### config.mk
export PLATFORM = sky130hd
export DESIGN_NAME = nextpc_unit
export DESIGN_NICKNAME = d
export VERILOG_FILES = /design/src/rtl/nextpc_pkg.sv /design/src/rtl/nextpc_decode.sv /design/src/rtl/nextpc_cond.sv /design/src/rtl/nextpc_target.sv /design/src/rtl/nextpc_unit.sv
export SDC_FILE = /design/constraint.sdc
export NUM_CORES = 1
export LEC_CHECK = 0
export BUFFER_PORTS_ARGS = -buffer_cell sky130_fd_sc_hd__buf_2
export CORE_MARGIN = 2
export CORE_UTILIZATION = 53
export DETAILED_ROUTE_END_ITERATION = 10
export PLACE_DENSITY = 0.9
export SETUP_SLACK_MARGIN = 0.2
export SKIP_LAST_GASP = 1
export SLEW_MARGIN = 40
export SYNTH_ARGS = -nofsm -noshare
export SYNTH_HDL_FRONTEND = slang
export SYNTH_SLANG_ARGS = --single-unit
### constraint.sdc
create_clock -name clk -period 11.3 [get_ports clk]
set_input_delay 1.695 -clock clk [delete_from_list [all_inputs] [get_ports clk]]
set_output_delay 1.695 -clock clk [all_outputs]
set_load 0.005 [all_outputs]
### src/rtl/nextpc_pkg.sv
package nextpc_pkg;

   localparam int INSTR_W = 32;
   localparam int IMM_W   = 16;
   localparam int TGT_W   = 26;

   localparam logic [5:0] OP_SPECIAL = 6'h00;
   localparam logic [5:0] OP_REGIMM  = 6'h01;
   localparam logic [5:0] OP_JMP     = 6'h02;
   localparam logic [5:0] OP_JMPLNK  = 6'h03;
   localparam logic [5:0] OP_BREQ    = 6'h04;
   localparam logic [5:0] OP_BRNE    = 6'h05;
   localparam logic [5:0] FN_JREG    = 6'h08;
   localparam logic [5:0] FN_JREGLNK = 6'h09;

   typedef enum logic [2:0] {
      CK_SEQ,
      CK_BEQ,
      CK_BNE,
      CK_BNEG,
      CK_JDIR,
      CK_JDIR_LINK,
      CK_JREG,
      CK_JREG_LINK
   } ctl_kind_e;

endpackage

### src/rtl/nextpc_decode.sv
module nextpc_decode
   import nextpc_pkg::*;
(
   input  logic [INSTR_W-1:0] instr,
   output ctl_kind_e          kind,
   output logic [IMM_W-1:0]   imm,
   output logic [TGT_W-1:0]   tgt
);
   logic [5:0] opcode;
   logic [5:0] funct;
   logic [4:0] sel_rt;

   assign opcode = instr[31:26];
   assign funct  = instr[5:0];
   assign sel_rt = instr[20:16];
   assign imm    = instr[IMM_W-1:0];
   assign tgt    = instr[TGT_W-1:0];

   always_comb begin
      kind = CK_SEQ;
      unique case (opcode)
         OP_SPECIAL: begin
            if (funct == FN_JREG)         kind = CK_JREG;
            else if (funct == FN_JREGLNK) kind = CK_JREG_LINK;
         end
         OP_REGIMM:  if (sel_rt == 5'd0) kind = CK_BNEG;
         OP_JMP:     kind = CK_JDIR;
         OP_JMPLNK:  kind = CK_JDIR_LINK;
         OP_BREQ:    kind = CK_BEQ;
         OP_BRNE:    kind = CK_BNE;
         default:    kind = CK_SEQ;
      endcase
   end
endmodule

### src/rtl/nextpc_cond.sv
module nextpc_cond
   import nextpc_pkg::*;
#(
   parameter int XLEN = 32
)(
   input  ctl_kind_e        kind,
   input  logic [XLEN-1:0]  rs_val,
   input  logic [XLEN-1:0]  rt_val,
   output logic             taken
);
   logic same;
   assign same = (rs_val == rt_val);

   always_comb begin
      case (kind)
         CK_BEQ:  taken = same;
         CK_BNE:  taken = !same;
         CK_BNEG: taken = rs_val[XLEN-1];
         default: taken = 1'b0;
      endcase
   end
endmodule

### src/rtl/nextpc_target.sv
module nextpc_target
   import nextpc_pkg::*;
#(
   parameter int XLEN            = 32,
   parameter bit CLEAR_REG_LOW   = 1'b1
)(
   input  logic [XLEN-1:0]  pc,
   input  logic [IMM_W-1:0] imm,
   input  logic [TGT_W-1:0] tgt,
   input  logic [XLEN-1:0]  rs_val,
   output logic [XLEN-1:0]  pc_plus4,
   output logic [XLEN-1:0]  br_tgt,
   output logic [XLEN-1:0]  jdir_tgt,
   output logic [XLEN-1:0]  jreg_tgt,
   output logic             jreg_odd
);
   localparam int SEG_W = XLEN - TGT_W - 2;
   localparam int EXT_W = XLEN - IMM_W - 2;

   logic [XLEN-1:0] offs;

   assign pc_plus4 = pc + XLEN'(4);
   assign offs     = {{EXT_W{imm[IMM_W-1]}}, imm, 2'b00};
   assign br_tgt   = pc_plus4 + offs;
   assign jdir_tgt = {pc[XLEN-1 -: SEG_W], tgt, 2'b00};
   assign jreg_odd = |rs_val[1:0];

   generate
      if (CLEAR_REG_LOW) begin : g_clear
         assign jreg_tgt = {rs_val[XLEN-1:2], 2'b00};
      end else begin : g_pass
         assign jreg_tgt = rs_val;
      end
   endgenerate
endmodule

### src/rtl/nextpc_unit.sv
module nextpc_unit
   import nextpc_pkg::*;
#(
   parameter int          XLEN          = 32,
   parameter logic [31:0] RESET_VEC     = 32'h0040_0000,
   parameter bit          CLEAR_REG_LOW = 1'b1
)(
   input  logic            clk,
   input  logic            rst,
   input  logic [31:0]     instr,
   input  logic [XLEN-1:0] rs_val,
   input  logic [XLEN-1:0] rt_val,
   output logic [XLEN-1:0] pc,
   output logic [XLEN-1:0] next_pc,
   output logic            link_we,
   output logic [XLEN-1:0] link_val,
   output logic            misalign
);
   generate
      if (XLEN != 32) begin : g_bad_xlen
         $error("nextpc_unit: XLEN must be 32");
      end
      if (RESET_VEC[1:0] != 2'b00) begin : g_bad_vec
         $error("nextpc_unit: RESET_VEC must be word aligned");
      end
   endgenerate

   ctl_kind_e        kind;
   logic [IMM_W-1:0] imm;
   logic [TGT_W-1:0] tgt;
   logic             taken;
   logic [XLEN-1:0]  pc_plus4, br_tgt, jdir_tgt, jreg_tgt;
   logic             jreg_odd;
   logic [XLEN-1:0]  pc_q;

   nextpc_decode u_dec (
      .instr (instr),
      .kind  (kind),
      .imm   (imm),
      .tgt   (tgt)
   );

   nextpc_cond #(.XLEN(XLEN)) u_cond (
      .kind   (kind),
      .rs_val (rs_val),
      .rt_val (rt_val),
      .taken  (taken)
   );

   nextpc_target #(.XLEN(XLEN), .CLEAR_REG_LOW(CLEAR_REG_LOW)) u_tgt (
      .pc       (pc_q),
      .imm      (imm),
      .tgt      (tgt),
      .rs_val   (rs_val),
      .pc_plus4 (pc_plus4),
      .br_tgt   (br_tgt),
      .jdir_tgt (jdir_tgt),
      .jreg_tgt (jreg_tgt),
      .jreg_odd (jreg_odd)
   );

   always_comb begin
      next_pc  = pc_plus4;
      link_we  = 1'b0;
      misalign = 1'b0;
      case (kind)
         CK_BEQ, CK_BNE, CK_BNEG: if (taken) next_pc = br_tgt;
         CK_JDIR:      next_pc = jdir_tgt;
         CK_JDIR_LINK: begin
            next_pc = jdir_tgt;
            link_we = 1'b1;
         end
         CK_JREG: begin
            next_pc  = jreg_tgt;
            misalign = jreg_odd;
         end
         CK_JREG_LINK: begin
            next_pc  = jreg_tgt;
            misalign = jreg_odd;
            link_we  = 1'b1;
         end
         default: next_pc = pc_plus4;
      endcase
   end

   always_ff @(posedge clk) begin
      if (rst) pc_q <= RESET_VEC;
      else     pc_q <= next_pc;
   end

   assign pc       = pc_q;
   assign link_val = pc_plus4;
endmodule

==> reports/metrics.json, run 1 <==
{
  "status": {
    "outcome": "finished, final reports clean"
  },
  "final_layout": {
    "multiInputGateArea_um2": 3670,
    "num_antenna_cells": 0,
    "largest_register_ff_count": 32,
    "post_route_cells_drive_above_1_share_pct": 28.1,
    "final_net_count": 920,
    "areaGrowthSynthToFinish_pct": 24.3,
    "area.sequential_um2": 641,
    "filler_cell_count": 738
  },
  "synth": {
    "syn_avg_cell_area_um2": 7.41,
    "synth-async-reset-ratio_pct": 0,
    "ys_top_cells_by_count": "nand2_1, xnor2_1, nand3_1",
    "synth.net_count": 743,
    "post_synth_and_or_nand_nor_area_fraction_pct": 27.5,
    "synth_sequential_area_ratio_pct": 14.2,
    "muxShareOfSynthArea_pct": 1.41,
    "synth_fa_ha_area_share_pct": 10.1,
    "syn_area_um2": 4510,
    "synth_flop_cell": "dfxtp_1",
    "largest_family_of_logic_cells_by_synthesized_area": "simple AND/OR/NAND/NOR gates",
    "synthXorXnorAreaFrac_pct": 14.9,
    "synth_top_cell_area_share_pct": 14.2,
    "synth_compound_area_share_pct": 27.2,
    "synth_area_leaders": "dfxtp_1, xnor2_1, ha_1",
    "synthMostInstantiatedCell": "nand2_1",
    "yosysWarnings": 0,
    "synth.lib_cells_used.distinct": 76,
    "synth_enable_flop_cells": 0,
    "yosysTopAreaCell": "dfxtp_1",
    "synth_seq_cells": 32,
    "postSynthCellCount": 609
  },
  "grt": {
    "grt_use_total_pct": 36.6,
    "gr-total-overflow": 0,
    "grt_first_pass_wirelength_mm": 26.0,
    "first_global_vias": 5374,
    "pin_count_of_the_biggest_net_entering_global_routing": 33,
    "grt_antenna_before_repair": 0
  },
  "clock_network": {
    "clockRootBuffer": "clkbuf_8",
    "number_of_buffers_created_by_cts": 5,
    "cts_setup_buffers": 0,
    "clk_pin_slew_ps": 80,
    "cts_resized": 0,
    "worst_skew_pair.late_latency_ps": 290,
    "htree_num_levels": 2,
    "tritoncts": "yes",
    "cts_hold_buffers": 0,
    "cts.sink_count": 32,
    "clock_path_buffers": 2
  },
  "setup_path": {
    "category_of_the_worst_setup_path_launch_point": "input port",
    "critical_path_class": "input port to output port",
    "cp_slowest_stage_delay_ps": 710,
    "critPathCaptureType": "output port",
    "critPathSlowestCell": "nor4_1",
    "crit_path_frequent_cell": "buf_2",
    "required_ps": 9610,
    "worst_ep_arrival_time_ps": 5010,
    "critical_path.max_fanout": 21,
    "worst-r2r-cell-count": 14,
    "worstPathCellList": "buf_2 -> nor4_1 -> nand3b_1 -> a21oi_2 -> nor2_1 -> a211oi_4 -> nand2_2 -> or4_1 -> nand3_1 -> buf_2"
  },
  "drt": {
    "detail_route.first_pass.iterations": 5,
    "totalWireLength_mm": 17.5,
    "ant_nets": 0,
    "vias": 5714,
    "drt-vias-per-instance": 6.41,
    "routed_len_inst_um": 19.7,
    "first_iter_violations": 381,
    "drc": 0
  },
  "floorplan": {
    "core_area_um2": 8220,
    "initial_utilization_pct": 54.9,
    "design.die.area_um2": 9270,
    "chipWidth_um": 96.3,
    "placement_rows": 33,
    "fp.dieH_um": 96.3,
    "num_io_pins": 196
  },
  "worst_hold_path": {
    "min_delay_path_depth": 2,
    "holdCritPathClass": "flop to flop"
  },
  "timing": {
    "post-route-period-util_pct": 59.3,
    "finalHoldViolations": 0,
    "clock_period_minus_worst_slack_ps": 6700,
    "setup_repair_after_global_routing_missed_its_margin": "false",
    "tns_ps": 0,
    "finalMaxSlewViolations": 0,
    "worst_pin_slew_ps": 847,
    "finalSetupViolations": 0,
    "timing_limited_maximum_frequency_ghz": 0.149,
    "remaining_max_slew_budget_at_the_tightest_pin_pct": 43.2,
    "fin_skew_ps": 6.83
  },
  "flow_run": {
    "drv_cap": 0
  },
  "place": {
    "dpl.hpwl_mm": 14.1,
    "gpl.final_weighted_congestion": 0.969,
    "place.port_buffers": 195
  },
  "pwr": {
    "total_leakage_power_uw": 0.00279,
    "ir_worst_vdd_mv": 0.0405,
    "total_power_uw": 332,
    "power.density_nw_per_um2": 59.2
  }
}
-- power breakdown --
group          leakage [uW]  switching (uW)  internal [uW]
sequential         0.000259            2.50            115
combinational       0.00248            65.6           50.0
clock             0.0000455            49.8           49.9
total               0.00279             118            214
-- critical path, delay by kind of cell --
kind	cells	cell delay, ps
AO/OA/AOI/OAI	2	700
buffers and inverters	2	230
AND/OR/NAND/NOR	6	2370
-- final cells by class --
cell class / instances / share of cell area [%]
Sequential cell: 32 / 11.4
Clock buffer: 8 / 1.61
Multi-Input combinational cell: 530 / 65.4
Inverter: 19 / 1.27
Tap cell: 105 / 2.34
Timing Repair Buffer: 198 / 17.9
-- cells in the final DEF (no fill, tap or decap), types with 4 or more instances in the layout --
cell type | netlist | routed
clkbuf_8 | 0 | 6
xnor2_1 | 53 | 53
o21ai_0 | 22 | 22
nand3_1 | 48 | 48
nand4b_1 | 4 | 4
o21bai_1 | 4 | 4
a21o_1 | 17 | 17
and2_1 | 10 | 9
dfxtp_1 | 32 | 32
a31oi_1 | 21 | 21
a211oi_1 | 5 | 5
nand2b_1 | 6 | 6
xor2_1 | 24 | 24
buf_2 | 7 | 195
and4_1 | 4 | 4
nor2b_1 | 8 | 8
nand2_1 | 61 | 61
nor3_1 | 12 | 12
and3_1 | 9 | 9
nand3b_1 | 4 | 4
inv_1 | 19 | 19
nor2_1 | 31 | 31
a222oi_1 | 5 | 5
a22oi_1 | 17 | 17
nand4_1 | 20 | 20
a21oi_1 | 36 | 36
nor4_1 | 5 | 5
ha_1 | 35 | 35
a22o_1 | 7 | 7
-- cells by family after synthesis --
kind of cell | count (synthesis)
AND/OR/NAND/NOR | 238
AO/OA/AOI/OAI | 173
XOR/XNOR | 77
buffers and inverters | 47
adder cells (fa/ha/maj) | 36
flip-flops | 32
multiplexers | 6
-- routing by layer --
| layer | wire length, um | vias up | global-route usage [%] |
|---|---|---|---|
| li1 | - | 2634 | - |
| met1 | 6540 | 2616 | 42.8 |
| met3 | 1990 | 61 | 7.13 |
| met4 | 668 | 0 | 15.4 |
| met5 | 0 | - | 0 |
| met2 | 8340 | 403 | 64.6 |
-- path summary, 6_finish.rpt --
kind	start	end	slack, ps
worst max-delay path	instr[16]	next_pc[31]	4600
worst min-delay path	pc[0]	pc[0]	620
worst max register to register	pc[4]	pc[29]	6990
worst min register to register	pc[0]	pc[0]	620
-- metrics by stage --
| stage | util (%) | instances | instance area [um2] | hold slack [ps] | worst slack, ps |
|---|---|---|---|---|---|
| after detailed placement | 67.2 | 884 | 5520 | 614 | 4760 |
| after global placement | 66.9 | 882 | 5500 | 587 | 4610 |
| after floorplan | - | 609 | 4510 | 628 | 5870 |
| final | 68.3 | 892 | 5610 | 625 | 4600 |
| after CTS | 68.3 | 892 | 5610 | 627 | 4760 |
| after global routing | 68.3 | 892 | 5610 | 646 | 4530 |
No activity file was read; power rests on OpenSTA's default activity.
==> run 2: changes to the inputs <==
--- a/config.mk
+++ b/config.mk
@@ -5,11 +5,12 @@
 export SDC_FILE = /design/constraint.sdc
 export NUM_CORES = 1
 export LEC_CHECK = 0
+export ABC_AREA = 1
 export BUFFER_PORTS_ARGS = -buffer_cell sky130_fd_sc_hd__buf_2
 export CORE_MARGIN = 2
-export CORE_UTILIZATION = 53
+export CORE_UTILIZATION = 47
 export DETAILED_ROUTE_END_ITERATION = 10
-export PLACE_DENSITY = 0.9
+export PLACE_DENSITY = 0.82
 export SETUP_SLACK_MARGIN = 0.2
 export SKIP_LAST_GASP = 1
 export SLEW_MARGIN = 40
==> constraint.sdc (replaced) <==
create_clock -name clk -period 5.65 [get_ports clk]
set_input_delay 0.8475 -clock clk [delete_from_list [all_inputs] [get_ports clk]]
set_output_delay 0.8475 -clock clk [all_outputs]
set_load 0.005 [all_outputs]
==> run 2 against run 1 <==
Compared with the run above:
- critical path depth grew 15
- critical path type is now flop to output port
- combinational power rose to 2.5 times the previous value
- count of clock-buffer cells in the layout fell by 3
- total power rose by 140%
- clock skew hardly changed
- wire length increased by 17%
- global-route usage is 3.8 points lower
- highest routed layer unchanged
- first-iteration DRC count grew 91%
- synthesized cell count up 53%
==> reports/metrics.json, run 2 <==
{
  "setup_path": {
    "critical_path_class": "flop to output port",
    "required": {"value": 4800, "unit": "ps", "change": "-4810 ps"},
    "cp_slowest_stage_delay": {"value": 410, "unit": "ps", "change": "-300 ps"},
    "gate_family_responsible_for_the_most_delay_along_the_worst_path": "simple AND/OR/NAND/NOR gates",
    "critPathSlowestCell": "xnor2_1",
    "crit_path_frequent_cell": "nand2_1",
    "worst_ep_arrival_time": {"value": 4040, "unit": "ps", "change": "-970 ps"},
    "reg2reg_slack": {"value": 1870, "unit": "ps", "change": "-5120 ps"},
    "worst-path-buf-inv": {"value": 5, "change": "+3"},
    "critical_path.max_fanout": {"value": 5, "change": "-76%"},
    "critPathCaptureType": "output port",
    "category_of_the_worst_setup_path_launch_point": "flop"
  },
  "synth": {
    "syn_area": {"value": 5310, "unit": "um2", "change": "+18%"},
    "postSynthCellCount": {"value": 932, "change": "+53%"},
    "synth_seq_cells": {"value": 32, "change": "unchanged"},
    "synth_flop_cell": "dfxtp_1",
    "yosysWarnings": {"value": 0, "change": "unchanged"},
    "synth_sequential_area_ratio": {"value": 12.1, "unit": "%", "change": "-2.1 points"},
    "syn_avg_cell_area": {"value": 5.69, "unit": "um2", "change": "-23%"},
    "synth.lib_cells_used.distinct": {"value": 40, "change": "-47%"},
    "synth_top_cell_area_share": {"value": 19.3, "unit": "%", "change": "+5.1 points"},
    "synth_enable_flop_cells": {"value": 0, "change": "unchanged"},
    "synth_area_leaders": "nand2_1, dfxtp_1, inv_1",
    "synthMostInstantiatedCell": "nand2_1",
    "yosysTopAreaCell": "nand2_1",
    "synth.net_count": {"value": 1066, "change": "+43%"},
    "synth-async-reset-ratio": {"value": 0, "unit": "%", "change": "unchanged"},
    "ys_top_cells_by_count": "nand2_1, inv_1, nor2_1"
  },
  "clock_network": {
    "cts_setup_buffers": {"value": 0, "change": "unchanged"},
    "cts_resized": {"value": 0, "change": "unchanged"},
    "cts.sink_count": {"value": 32, "change": "unchanged"},
    "htree_num_levels": {"value": 2, "change": "unchanged"},
    "worst_skew_pair.late_latency": {"value": 290, "unit": "ps", "change": "about the same"},
    "clock_path_buffers": {"value": 2, "change": "unchanged"},
    "clk_pin_slew": {"value": 60, "unit": "ps", "change": "-20 ps"},
    "tritoncts": "yes",
    "clockRootBuffer": "clkbuf_16",
    "cts_hold_buffers": {"value": 0, "change": "unchanged"},
    "number_of_buffers_created_by_cts": {"value": 5, "change": "unchanged"}
  },
  "timing": {
    "remaining_max_slew_budget_at_the_tightest_pin": {"value": 46.2, "unit": "%", "change": "+3.0 points"},
    "finalHoldViolations": {"value": 0, "change": "unchanged"},
    "fin_skew": {"value": 6.52, "unit": "ps", "change": "-0.314 ps"},
    "min_setup_slack_post_route": {"value": 762, "unit": "ps", "change": "-3840 ps"},
    "finalSetupViolations": {"value": 0, "change": "unchanged"},
    "post-route-period-util_pct": 86.5,
    "worst_pin_slew": {"value": 806, "unit": "ps", "change": "-41.6 ps"},
    "setup_repair_after_global_routing_missed_its_margin": "false",
    "clock_period_minus_worst_slack_ps": 4890,
    "finalMaxSlewViolations": {"value": 0, "change": "unchanged"},
    "timing_limited_maximum_frequency_ghz": 0.205,
    "whs": {"value": 479, "unit": "ps", "change": "-146 ps"},
    "tns": {"value": 0, "unit": "ps", "change": "unchanged"}
  },
  "pwr": {
    "total_leakage_power": {"value": 0.00362, "unit": "uW", "change": "+30%"},
    "p_switching": {"value": 298, "unit": "uW", "change": "+150%"},
    "cellInternalPower": {"value": 516, "unit": "uW", "change": "+140%"},
    "ir_worst_vdd": {"value": 0.120, "unit": "mV", "change": "+200%"},
    "comb_power_share": {"value": 35.9, "unit": "%", "change": "+1.1 points"},
    "pwr-share-seq": {"value": 29.8, "unit": "%", "change": "-5.4 points"},
    "power.switching_fraction": {"value": 36.6, "unit": "%", "change": "+1.1 points"},
    "power.density": {"value": 124, "unit": "nW/um2", "change": "+110%"},
    "p_clk_share": {"value": 34.3, "unit": "%", "change": "+4.3 points"}
  },
  "worst_hold_path": {
    "holdCritPathClass": "flop to flop"
  },
  "grt": {
    "first_global_vias": {"value": 6131, "change": "+14%"},
    "grt_antenna_before_repair": {"value": 1, "change": "+1"},
    "grt_use_total": {"value": 32.8, "unit": "%", "change": "-3.8 points"},
    "gr-total-overflow": {"value": 0, "change": "unchanged"},
    "grt_first_pass_wirelength": {"value": 30.6, "unit": "mm", "change": "+18%"},
    "pin_count_of_the_biggest_net_entering_global_routing": {"value": 33, "change": "unchanged"}
  },
  "place": {
    "dpl_worst_slack": {"value": 1200, "unit": "ps", "change": "-3560 ps"},
    "dpl_cell_area": {"value": 6390, "unit": "um2", "change": "+16%"},
    "place.port_buffers": {"value": 195, "change": "unchanged"},
    "gpl.final_weighted_congestion": {"value": 1.06, "change": "+9.7%"},
    "dpl.hpwl": {"value": 16.9, "unit": "mm", "change": "+20%"}
  },
  "floorplan": {
    "initial_utilization": {"value": 48.5, "unit": "%", "change": "-6.4 points"},
    "placement_rows": {"value": 38, "change": "+15%"},
    "num_io_pins": {"value": 196, "change": "unchanged"},
    "fp.dieH": {"value": 110, "unit": "um", "change": "+15%"},
    "core_area": {"value": 10900, "unit": "um2", "change": "+33%"},
    "design.die.area": {"value": 12200, "unit": "um2", "change": "+31%"},
    "chipWidth": {"value": 110, "unit": "um", "change": "+15%"}
  },
  "final_layout": {
    "finish.utilization": {"value": 59.8, "unit": "%", "change": "-8.5 points"},
    "post_route_cells_drive_above_1_share": {"value": 20.8, "unit": "%", "change": "-7.3 points"},
    "largest_register_ff_count": {"value": 32, "change": "unchanged"},
    "final_design_area_no_fill": {"value": 6540, "unit": "um2", "change": "+17%"},
    "areaGrowthSynthToFinish_pct": 23.2,
    "final_common_cell": "nand2_1",
    "most-common-layout-cells": "nand2_1, buf_2, inv_1, nor2_1, nand3_1",
    "final_net_count": {"value": 1252, "change": "+36%"}
  },
  "drt": {
    "routed_len_inst": {"value": 16.2, "unit": "um", "change": "-17%"},
    "first_iter_violations": {"value": 727, "change": "+91%"},
    "detail_route.first_pass.iterations": {"value": 6, "change": "+1"},
    "totalWireLength": {"value": 20.4, "unit": "mm", "change": "+17%"},
    "vias": {"value": 6920, "change": "+21%"},
    "ant_nets": {"value": 0, "change": "unchanged"},
    "drc": {"value": 0, "change": "unchanged"},
    "drt-vias-per-instance": {"value": 5.49, "change": "-14%"}
  },
  "flow_run": {
    "drv_cap": {"value": 0, "change": "unchanged"}
  },
  "status": {
    "outcome": "finished, final reports clean"
  }
}
[run 2: cell count changes after synthesis, moves of 7 or more]
cell      change
a21o_1       -15
xor2_1        -7
nand3_1      +45
nor2_1       +76
nor2b_1       -8
clkbuf_1      -7
a32o_1       +16
and3_1        -9
a22o_1        -7
nand2_1     +212
a22oi_1      -17
inv_1       +117
or2_2        +10
[run 2: routing by layer]
metal	vias to the layer above	wire length (um)	global-route usage [%]
li1	3392	-	-
met1	3070	8420	42.6
met2	412	9360	55.7
met3	46	2100	3.82
met4	0	559	12.2
met5	-	0	0
[run 2: final timing paths]
| path | start | to | cells past startpoint |
|---|---|---|---|
| min reg2reg | pc[0] | pc[0] | 2 |
| max | pc[3] | next_pc[31] | 25 |
| max reg2reg | pc[3] | pc[31] | 23 |
| min | pc[0] | pc[0] | 2 |
[run 2: worst reg2reg max path, delay by kind of cell, from the launching register on]
kind	cells	cell delay (ps)
AND/OR/NAND/NOR	16	1700
adder cells (fa/ha/maj)	2	570
XOR/XNOR	1	410
flip-flops	1	390
AO/OA/AOI/OAI	1	320
buffers and inverters	3	260
[run 2: area by class of cell]
| class | instances | area (um2) |
|---|---|---|
| timing repair buffer | 198 | 998 |
| tap | 140 | 175 |
| clock buffer | 5 | 125 |
| fill | 1126 | 4400 |
| clock inverter | 3 | 23.8 |
| sequential | 32 | 641 |
| multi-input combinational | 744 | 4060 |
| inverter | 137 | 514 |
| antenna | 1 | 2.50 |
[run 2: power groups by stage]
stage                     clock (uW)  sequential (uW)  combinational [uW]
final                            279              242                 292
after global routing             284              243                 325
after CTS                        275              242                 288
after detailed placement           0              247                 286
after global placement             0              246                 284
after floorplan                    0              245                 171
[run 2: metrics by stage]
step,total power [uW],std cells
6_report,813,1260
5_1_grt,851,1260
4_1_cts,805,1259
3_5_place_dp,533,1251
3_3_place_gp,530,1251
2_1_floorplan,416,932
[run 2: logic make-up (layout without fill, tap and decap cells)]
logic type               count (synthesis)  count (layout)  share of synthesized area, %
other                                    0               1                             0
XOR/XNOR                                64              64                          10.6
AND/OR/NAND/NOR                        543             543                          44.6
flip-flops                              32              32                          12.1
buffers and inverters                  156             343                          11.6
AO/OA/AOI/OAI                          101             101                          12.6
adder cells (fa/ha/maj)                 36              36                          8.63
